File: src/rtl/alu_flags.sv
module alu_flags #(
  parameter int W = 64
) (
  input  logic [W-1:0] op_x,
  input  logic [W-1:0] op_y,
  input  logic [1:0]   func,
  output logic [W-1:0] result,
  output logic         flag_of,
  output logic         flag_zf,
  output logic         flag_cf
);
  localparam int MSB = W - 1;

  logic [W:0] sum_ext;
  logic [W:0] dif_ext;
  logic       add_ovf;
  logic       sub_ovf;

  assign sum_ext = {1'b0, op_x} + {1'b0, op_y};
  assign dif_ext = {1'b0, op_x} - {1'b0, op_y};

  assign add_ovf = (op_x[MSB] == op_y[MSB]) && (sum_ext[MSB] != op_x[MSB]);
  assign sub_ovf = (op_x[MSB] != op_y[MSB]) && (dif_ext[MSB] != op_x[MSB]);

  always_comb begin
    result  = '0;
    flag_of = 1'b0;
    flag_cf = 1'b0;
    unique case (func)
      2'd0: begin
        result  = sum_ext[W-1:0];
        flag_of = add_ovf;
        flag_cf = sum_ext[W];
      end
      2'd1: begin
        result  = dif_ext[W-1:0];
        flag_of = sub_ovf;
        flag_cf = dif_ext[W];
      end
      2'd2: result = op_x & op_y;
      default: result = op_x ^ op_y;
    endcase
  end

  assign flag_zf = ~|result;
endmodule

File: config.mk
export PLATFORM = sky130hd
export DESIGN_NAME = alu_flags
export DESIGN_NICKNAME = d
export VERILOG_FILES = /design/src/rtl/alu_flags.sv
export SDC_FILE = /design/constraint.sdc
export NUM_CORES = 1
export LEC_CHECK = 0
export ABC_AREA = 1
export BUFFER_PORTS_ARGS = -buffer_cell sky130_fd_sc_hd__buf_4
export CELL_PAD_IN_SITES_DETAIL_PLACEMENT = 0
export CELL_PAD_IN_SITES_GLOBAL_PLACEMENT = 1
export CORE_MARGIN = 1.5
export CORE_UTILIZATION = 39
export DETAILED_ROUTE_END_ITERATION = 10
export MAX_ROUTING_LAYER = met4
export PLACE_DENSITY_LB_ADDON = 0.12
export RECOVER_POWER = 100
export SLEW_MARGIN = 20
export SYNTH_ARGS = -nofsm -noshare
export SYNTH_HDL_FRONTEND = slang
export SYNTH_SLANG_ARGS = --single-unit
File: constraint.sdc
create_clock -name vclk -period 4.8
set_clock_uncertainty 0.2 [all_clocks]
set_input_delay 0.96 -clock vclk [all_inputs]
set_output_delay 0.96 -clock vclk [all_outputs]
set_load 0.03 [all_outputs]
# Word level (Yosys, flattened, before mapping)
# Index checks and enable logic that the tools add are counted.
totals:
  register_bits: 0
  latch_bits: 0
  mem_bits_rw: 0
  romBits: 0
  inputBits: 130
  output_inout_bits: 67
  elab_cells: 18
  memories: 0
op_classes:
  n_addsub: 2
  n_mul: 0
  n_div: 0
  magnitude_cmp: 0
  n_eq_ne: 6
  n_shift: 0
  n_mux: 3
  bitwise_logic: 2
  reduce_logical: 5
op_table:
  columns: ["operator", "count"]
  rows:
  - ["64-bit case mux with 3 select lines", 1]
  - ["64-bit by 64-bit adder with 65-bit output", 1]
  - ["64-bit by 64-bit subtractor with 65-bit output", 1]
  - ["64-bit AND", 1]
  - ["64-bit OR reduction", 1]
  - ["64-bit bitwise XOR", 1]
  - ["1-bit case mux with 2 select lines", 2]
  - ["1-bit != test", 3]
  - ["2-bit by 1-bit == test with 1-bit output, second input constant", 1]
  - ["2-bit == test, second input constant", 1]
  - ["1-bit logical AND", 2]
  - ["2-bit zero test", 1]
  - ["1-bit == test", 1]
  - ["1-bit zero test", 1]

# Depth between registers and ports, before layout
# Gate-level depths: netlist (run 1).
logic_depth:
  ltp_word: 4
  depth_mapped: 24
  ltp_nobuf: 23

# Worst setup path before layout (run 1)
# Ideal clock, no wire load.
synth_path:
  path_kind: "input to output"
  start: "in op_x[0]"
  end: "out flag_zf"
  t_arrival_ns: 3.639
  t_required_ns: 3.640
  path_slack_ns: 0.001
  path_stages: 22
  n_path_buf: 0
  path_cell_list: "inv_1 > ha_1 > fa_1 > inv_1 > nand3_1 > nand2_1 > nand2_1 > nand2_1 > nand2_1 > nand2_1 > nand3_1 > nand2_1 > nand2_1 > nand2_1 > nand2_1 > nand3_1 > nand4_1 > nor2_1 > nand2_1 > nor2_1 > nand2_1 > nor2_1"
synth_between:
  elab_chain_len: 4
  word_cells_on_any_way: 7
  cone_classes: "add/sub: 2; mux: 1; bitwise: 2; reduce/logical: 2"
synth_lines:
  columns: ["item", "line", "source"]
  rows:
  - ["start: declaration", "4", "input logic [W-1:0] op_x,"]
  - ["64-bit by 64-bit subtractor with 65-bit output / 64-bit by 64-bit adder with 65-bit output (equally long branches)", "20, 19", null]
  - ["64-bit case mux with 3 select lines (*)", "29", "unique case (func)"]
  - ["named net result[46]", "7", "output logic [W-1:0] result,"]
  - ["64-bit OR reduction (*)", "45", "assign flag_zf = ~|result;"]
  - ["1-bit zero test (*)", "45", null]
  - ["end: declaration", "9", "output logic flag_zf,"]
# The timed path passes the listed nets; every way through them passes the cells marked *.

# Worst setup path after layout (run 1)
layout_path:
  start: "in op_y[1]"
  end: "out flag_zf"
layout_between:
  elab_chain_len: 4
  word_cells_on_any_way: 7
  cone_classes: "add/sub: 2; mux: 1; bitwise: 2; reduce/logical: 2"
layout_lines:
  columns: ["item", "line", "source"]
  rows:
  - ["start: declaration", "5", "input logic [W-1:0] op_y,"]
  - ["64-bit by 64-bit subtractor with 65-bit output, or another cell as far along", "20", "assign dif_ext = {1'b0, op_x} - {1'b0, op_y};"]
  - ["64-bit case mux with 3 select lines (*)", "29", null]
  - ["64-bit OR reduction (*)", "45", null]
  - ["1-bit zero test (*)", "45", null]
# Every way passes the cells marked *; elsewhere a longest branch is shown, timed or not.

==> results.toml, run 1 <==
[status]
status = "complete, but fails checks"
violations = "negative setup slack"

[global_routing]
grt_usage_pct = 41.5
antenna_found_initial = 0
grt_max_degree = 46
first_global_vias = 19700
grt-ovfl-total = 0
grt_pass1_wl_um = 110000

[floorplanning]
die_area_um2 = 35000
die_h_um = 187
initial_core_util_pct = 39.6
boundaryPins = 197
core_area_um2 = 33400
die_w_um = 187
fp-row-count = 67

[routing]
dr.pass1.iters = 9
drt_iter0_drc = 2621
detail-route-antenna-nets = 0
wl_per_cell_um = 18.6
drc = 0
avgViaCountPerCell = 5.35
vias = 21700
detail_route.wirelength_um = 75400

[synthesis]
synth.distinct_cells = 43
synth_seq_area_share_pct = 0
synth_nets = 3111
synth_area_um2 = 13200
yosys_warnings = 0
avgSynthCellArea_um2 = 4.64
syn_inst = 2850

[timing]
worst-slew-pin-transition_ns = 0.527
period_share_pct = 104
finalSetupTns_ns = -0.446
relSlewSlack_pct = 64.5
max_freq_ghz = 0.200
timing_hold_violations_final = 0
setup_ws_ns = -0.190
setup_viol = 3
grt_setup_unrepaired = "yes"
period_minus_slack_ns = 4.99
drv_slew = 0

[setup_path]
path_common_cell = "nand2_1"
crit_start = "op_y[1]"
cp.required_ns = 3.64
worstPathMaxFanout = 4
slowest_stage = "fa_2"
critPathKind = "in -> out"
crit_path_end_kind = "output pin"
start_kind = "input pin"
cp_cell_sequence = "buf_4 > inv_1 > buf_4 > fa_2 > nor2_4 > nand2_1 > nand2_2 > nand2_1 > nand2_1 > nor2_1 > nor2_1 > nand3_1 > nor2_2 > nand2_1 > nor2_1 > nand2_1 > nor2_2 > nand2_2 > nor2_4 > nand3_2 > nor2_4 > nand3_2 > nor2_2 > buf_6"
slowest_delay_ns = 0.40
worstPathArrival_ns = 3.83

[layout]
syn_to_final_growth_pct = 62.4
register_area_um2 = 0
nClkBuffers = 0
antenna_cells = 0
fillerInstances = 3381
drive_gt1_share_pct = 35.6
seq_cells = 0
final_nets = 3864
multi_input_area_um2 = 12400
instances_no_fill = 4049

[placed_design]
dp_hpwl_um = 63700
place.gp.congestion = 1.08
port_buffers = 197
dp_slack_ns = -0.654
placed_cells = 4004

[cts]
ctsHoldBuffers = 0

[power]
cellPowerDensity_nw_per_um2 = 148
peakVddDrop_mv = 0.0868
p_leak_nw = 12.1

[worst_hold_path]
min-delay-start = "op_x[63]"
min_path_type = "in -> out"

[run]
max-cap-violations = 0
[metal layers]
layer	GRT usage, %	part of all wire (%)
met5	-	0
met4	11.9	3.6
met3	8.20	13
met2	61.8	42
met1	56.4	41
[per-stage QoR]
step,total power [mW],area (µm²),util [%],hold slack [ns]
finish,3.17,21500,64.2,2.20
detailed placement,2.71,19300,57.6,2.20
global placement,2.68,19300,57.6,2.19
CTS,2.82,19900,59.6,2.20
floorplan,1.36,13200,-,2.10
global route,3.36,21500,64.2,2.23
[cell families after synthesis]
family,Yosys count,synth area share [%]
AOI/OAI and AO/OA,257,10.4
adders and majority gates,131,12.5
xor gates and xnor gates,2,0.132
buffers and inverters,661,20.0
and+or+nand+nor,1799,57.0
[final timing paths]
kind / end / slack (ns) / cells past startpoint
max: flag_zf / -0.19 / 24
min: flag_of / 2.20 / 4
[final cells by class]
class | count | share of cell area [%]
Inverter | 582 | 10.2
Multi-Input combinational cell | 2189 | 57.6
Tap cell | 448 | 2.61
Timing Repair Buffer | 830 | 29.6
[timing repair]
item | CTS | global route
setup buffers | 30 | 15
endpoints found under the setup margin | 11 | 21
gates resized for setup | 131 | 396
pin swaps | 40 | 103
[placed cells by master, fill, tap and decap left out, drive strengths merged]
cell type	Yosys	final
a21oi	144	144
and3	1	1
nor4	2	2
nand3b	2	2
nor3	22	22
inv	582	582
nand3	311	311
a31oi	1	1
xor2	1	1
a31o	1	1
o21ai	80	80
o21a	3	3
and2	2	2
fa	2	2
or2	6	6
o2111ai	1	1
o211ai	2	2
a21boi	5	5
o21bai	18	18
nor3b	1	1
nand2b	1	1
ha	129	129
nand2	1032	1032
a21o	2	2
buf	61	830
xnor2	1	1
nand4	74	74
nor2	345	345
[Yosys cell counts (all sizes together), types with 2 or more instances]
cell type / count / area (µm²)
a21boi: 5 / 37.5
a21o: 2 / 15.0
a21oi: 144 / 728
and2: 2 / 12.5
buf: 61 / 394
clkbuf: 18 / 67.6
fa: 2 / 40.0
ha: 129 / 1610
inv: 582 / 2180
nand2: 1032 / 3870
nand3: 311 / 1590
nand3b: 2 / 15.0
nand4: 74 / 482
nor2: 345 / 1370
nor3: 22 / 120
nor4: 2 / 12.5
o211ai: 2 / 15.0
o21a: 3 / 22.5
o21ai: 80 / 400
o21bai: 18 / 135
or2: 6 / 37.5
[power by group]
group / internal [mW] / total [mW] / switching (mW) / leakage, nW
clock: 0 / 0 / 0 / 0
sequential: 0 / 0 / 0 / 0
combinational: 1.31 / 3.17 / 1.86 / 12.1
total: 1.31 / 3.17 / 1.86 / 12.1
[critical path, delay by kind of cell]
family,cells,cell delay (ns)
and+or+nand+nor,19,2.05
adders and majority gates,1,0.40
buffers and inverters,4,0.39
Power figures use the tool's default switching activity.
==> run 2: changes to the inputs <==
--- a/config.mk
+++ b/config.mk
@@ -15,6 +15,7 @@
 export MAX_ROUTING_LAYER = met4
 export PLACE_DENSITY_LB_ADDON = 0.12
 export RECOVER_POWER = 100
+export SETUP_SLACK_MARGIN = 0.4
 export SLEW_MARGIN = 20
 export SYNTH_ARGS = -nofsm -noshare
 export SYNTH_HDL_FRONTEND = slang
==> constraint.sdc (replaced) <==
create_clock -name vclk -period 5
set_clock_uncertainty 0.2 [all_clocks]
set_input_delay 1 -clock vclk [all_inputs]
set_output_delay 1 -clock vclk [all_outputs]
set_load 0.03 [all_outputs]
==> run 2 against run 1 <==
The flow still finishes with violations (negative setup slack); core utilization increased by 8.8 points; die area is the same; final area grew 14%; critical path depth shrank 2; first-iteration DRC count rose by 5.8%; global-route usage grew 0.55 points; clock-buffer cell count unchanged; final cell count increased by 1.8%; power up 11%; setup slack better by 0.13 ns.
==> results.toml, run 2 (synthesized netlist as in run 1, its figures left out) <==
[layout]
final_common_cell = "buf_4"
instances_no_fill = 4122
fin_util_pct = 73.0
antenna_cells = 0
drive_gt1_share_pct = 46.3
seq_cells = 0
nClkBuffers = 0
final_nets = 3937
final_cell_mix = "buf_4, nand2_1, inv_1"
syn_to_final_growth_pct = 84.6
fillerInstances = 2941
post-route-cell-area_um2 = 24400
register_area_um2 = 0

[timing]
period_share_pct = 101
setup_ws_ns = -0.0636
grt_setup_unrepaired = "yes"
timing_hold_violations_final = 0
relSlewSlack_pct = 58.7
setup_viol = 1
period_minus_slack_ns = 5.06
finalSetupTns_ns = -0.0636
holdWs_ns = 2.27
worst-slew-pin-transition_ns = 0.620
drv_slew = 0
max_freq_ghz = 0.197

[routing]
drc = 0
detail-route-antenna-nets = 0
vias = 22500
dr.pass1.iters = 7
wl_per_cell_um = 19.3
detail_route.wirelength_um = 79500
avgViaCountPerCell = 5.46
drt_iter0_drc = 2773

[power]
power_mw = 3.51
cellPowerDensity_nw_per_um2 = 144
peakVddDrop_mv = 0.0908
p_leak_nw = 13.1

[status]
violations = "negative setup slack"
status = "complete, but fails checks"

[global_routing]
first_global_vias = 20300
grt.busiest_layer = "met2"
grt-ovfl-total = 0
grt_pass1_wl_um = 112000
met3_usage_pct = 8.22
gr-usage-met2_pct = 62.7
grt_max_degree = 36
antenna_found_initial = 0
grt_usage_pct = 42.1
grt_use_met1_pct = 56.8

[placed_design]
dp_slack_ns = -0.685
place.gp.congestion = 1.10
placed_cell_area_um2 = 19500
dp_hpwl_um = 63300
port_buffers = 197
placed_cells = 4035

[setup_path]
cp.required_ns = 3.80
crit_start = "op_y[8]"
worstPathMaxFanout = 5
crit_path_end_kind = "output pin"
critPathKind = "in -> out"
start_kind = "input pin"
crit_path_end = "flag_zf"
worstPathArrival_ns = 3.86

[floorplanning]
initial_core_util_pct = 39.6
die_w_um = 187
die_h_um = 187
boundaryPins = 197
die_area_um2 = 35000
fp-row-count = 67
core_area_um2 = 33400

[run]
max-cap-violations = 0

[cts]
ctsHoldBuffers = 0

[worst_hold_path]
min_path_type = "in -> out"
run 2: cell count changes in the layout (fill, tap and decap cells not counted), sizes merged:
| cell | delta |
|---|---|
| buf | +73 |
run 2: where the power goes:
part	switching (mW)	total, mW	internal [mW]
Combinational	2.01	3.51	1.50
Clock	0	0	0
Sequential	0	0	0
run 2: final cells by class:
class,count,area (µm²),share of cell area [%]
timing repair buffer,903,7280,29.8
multi-input combinational,2189,14300,58.8
inverter,582,2230,9.13
tap,448,561,2.30
run 2: layer usage:
layer	up-vias	part of all wire, %
li1	10500	-
met1	10500	41
met2	1361	43
met3	241	12
met4	0	3.9
met5	-	0
run 2: worst min path at each step:
| stage | to | depth (start not counted) | start | slack [ns] |
|---|---|---|---|---|
| floorplan | result[0] | 4 | op_y[0] | 2.18 |
| detailed placement | flag_of | 4 | op_x[63] | 2.26 |
| CTS | flag_of | 4 | op_x[63] | 2.26 |
| global placement | flag_of | 4 | op_x[63] | 2.25 |
| global route | flag_of | 4 | op_x[63] | 2.30 |
| finish | flag_of | 4 | op_x[63] | 2.27 |
run 2: critical path, stage by stage:
cell	delay [ns]
buf_4	0.09
inv_1	0.05
ha_4	0.31
buf_8	0.13
nand2_4	0.08
nor2_4	0.20
nand2_1	0.10
nor2_1	0.17
nand2_2	0.12
nand3_4	0.12
nand2_1	0.06
nand3_1	0.06
nand4_1	0.26
nor2_1	0.18
nand2_1	0.12
nor2_2	0.18
nand3_4	0.11
nor2_4	0.13
buf_6	0.12
nand3_4	0.06
nor2_4	0.08
buf_6	0.13
run 2: repair_timing:
action | in CTS | in global routing
cloned | 0 | 0
buffers inserted | 46 | 41
resized for setup | 347 | 801
endpoints found under the setup margin | 36 | 42
pin swaps | 78 | 194
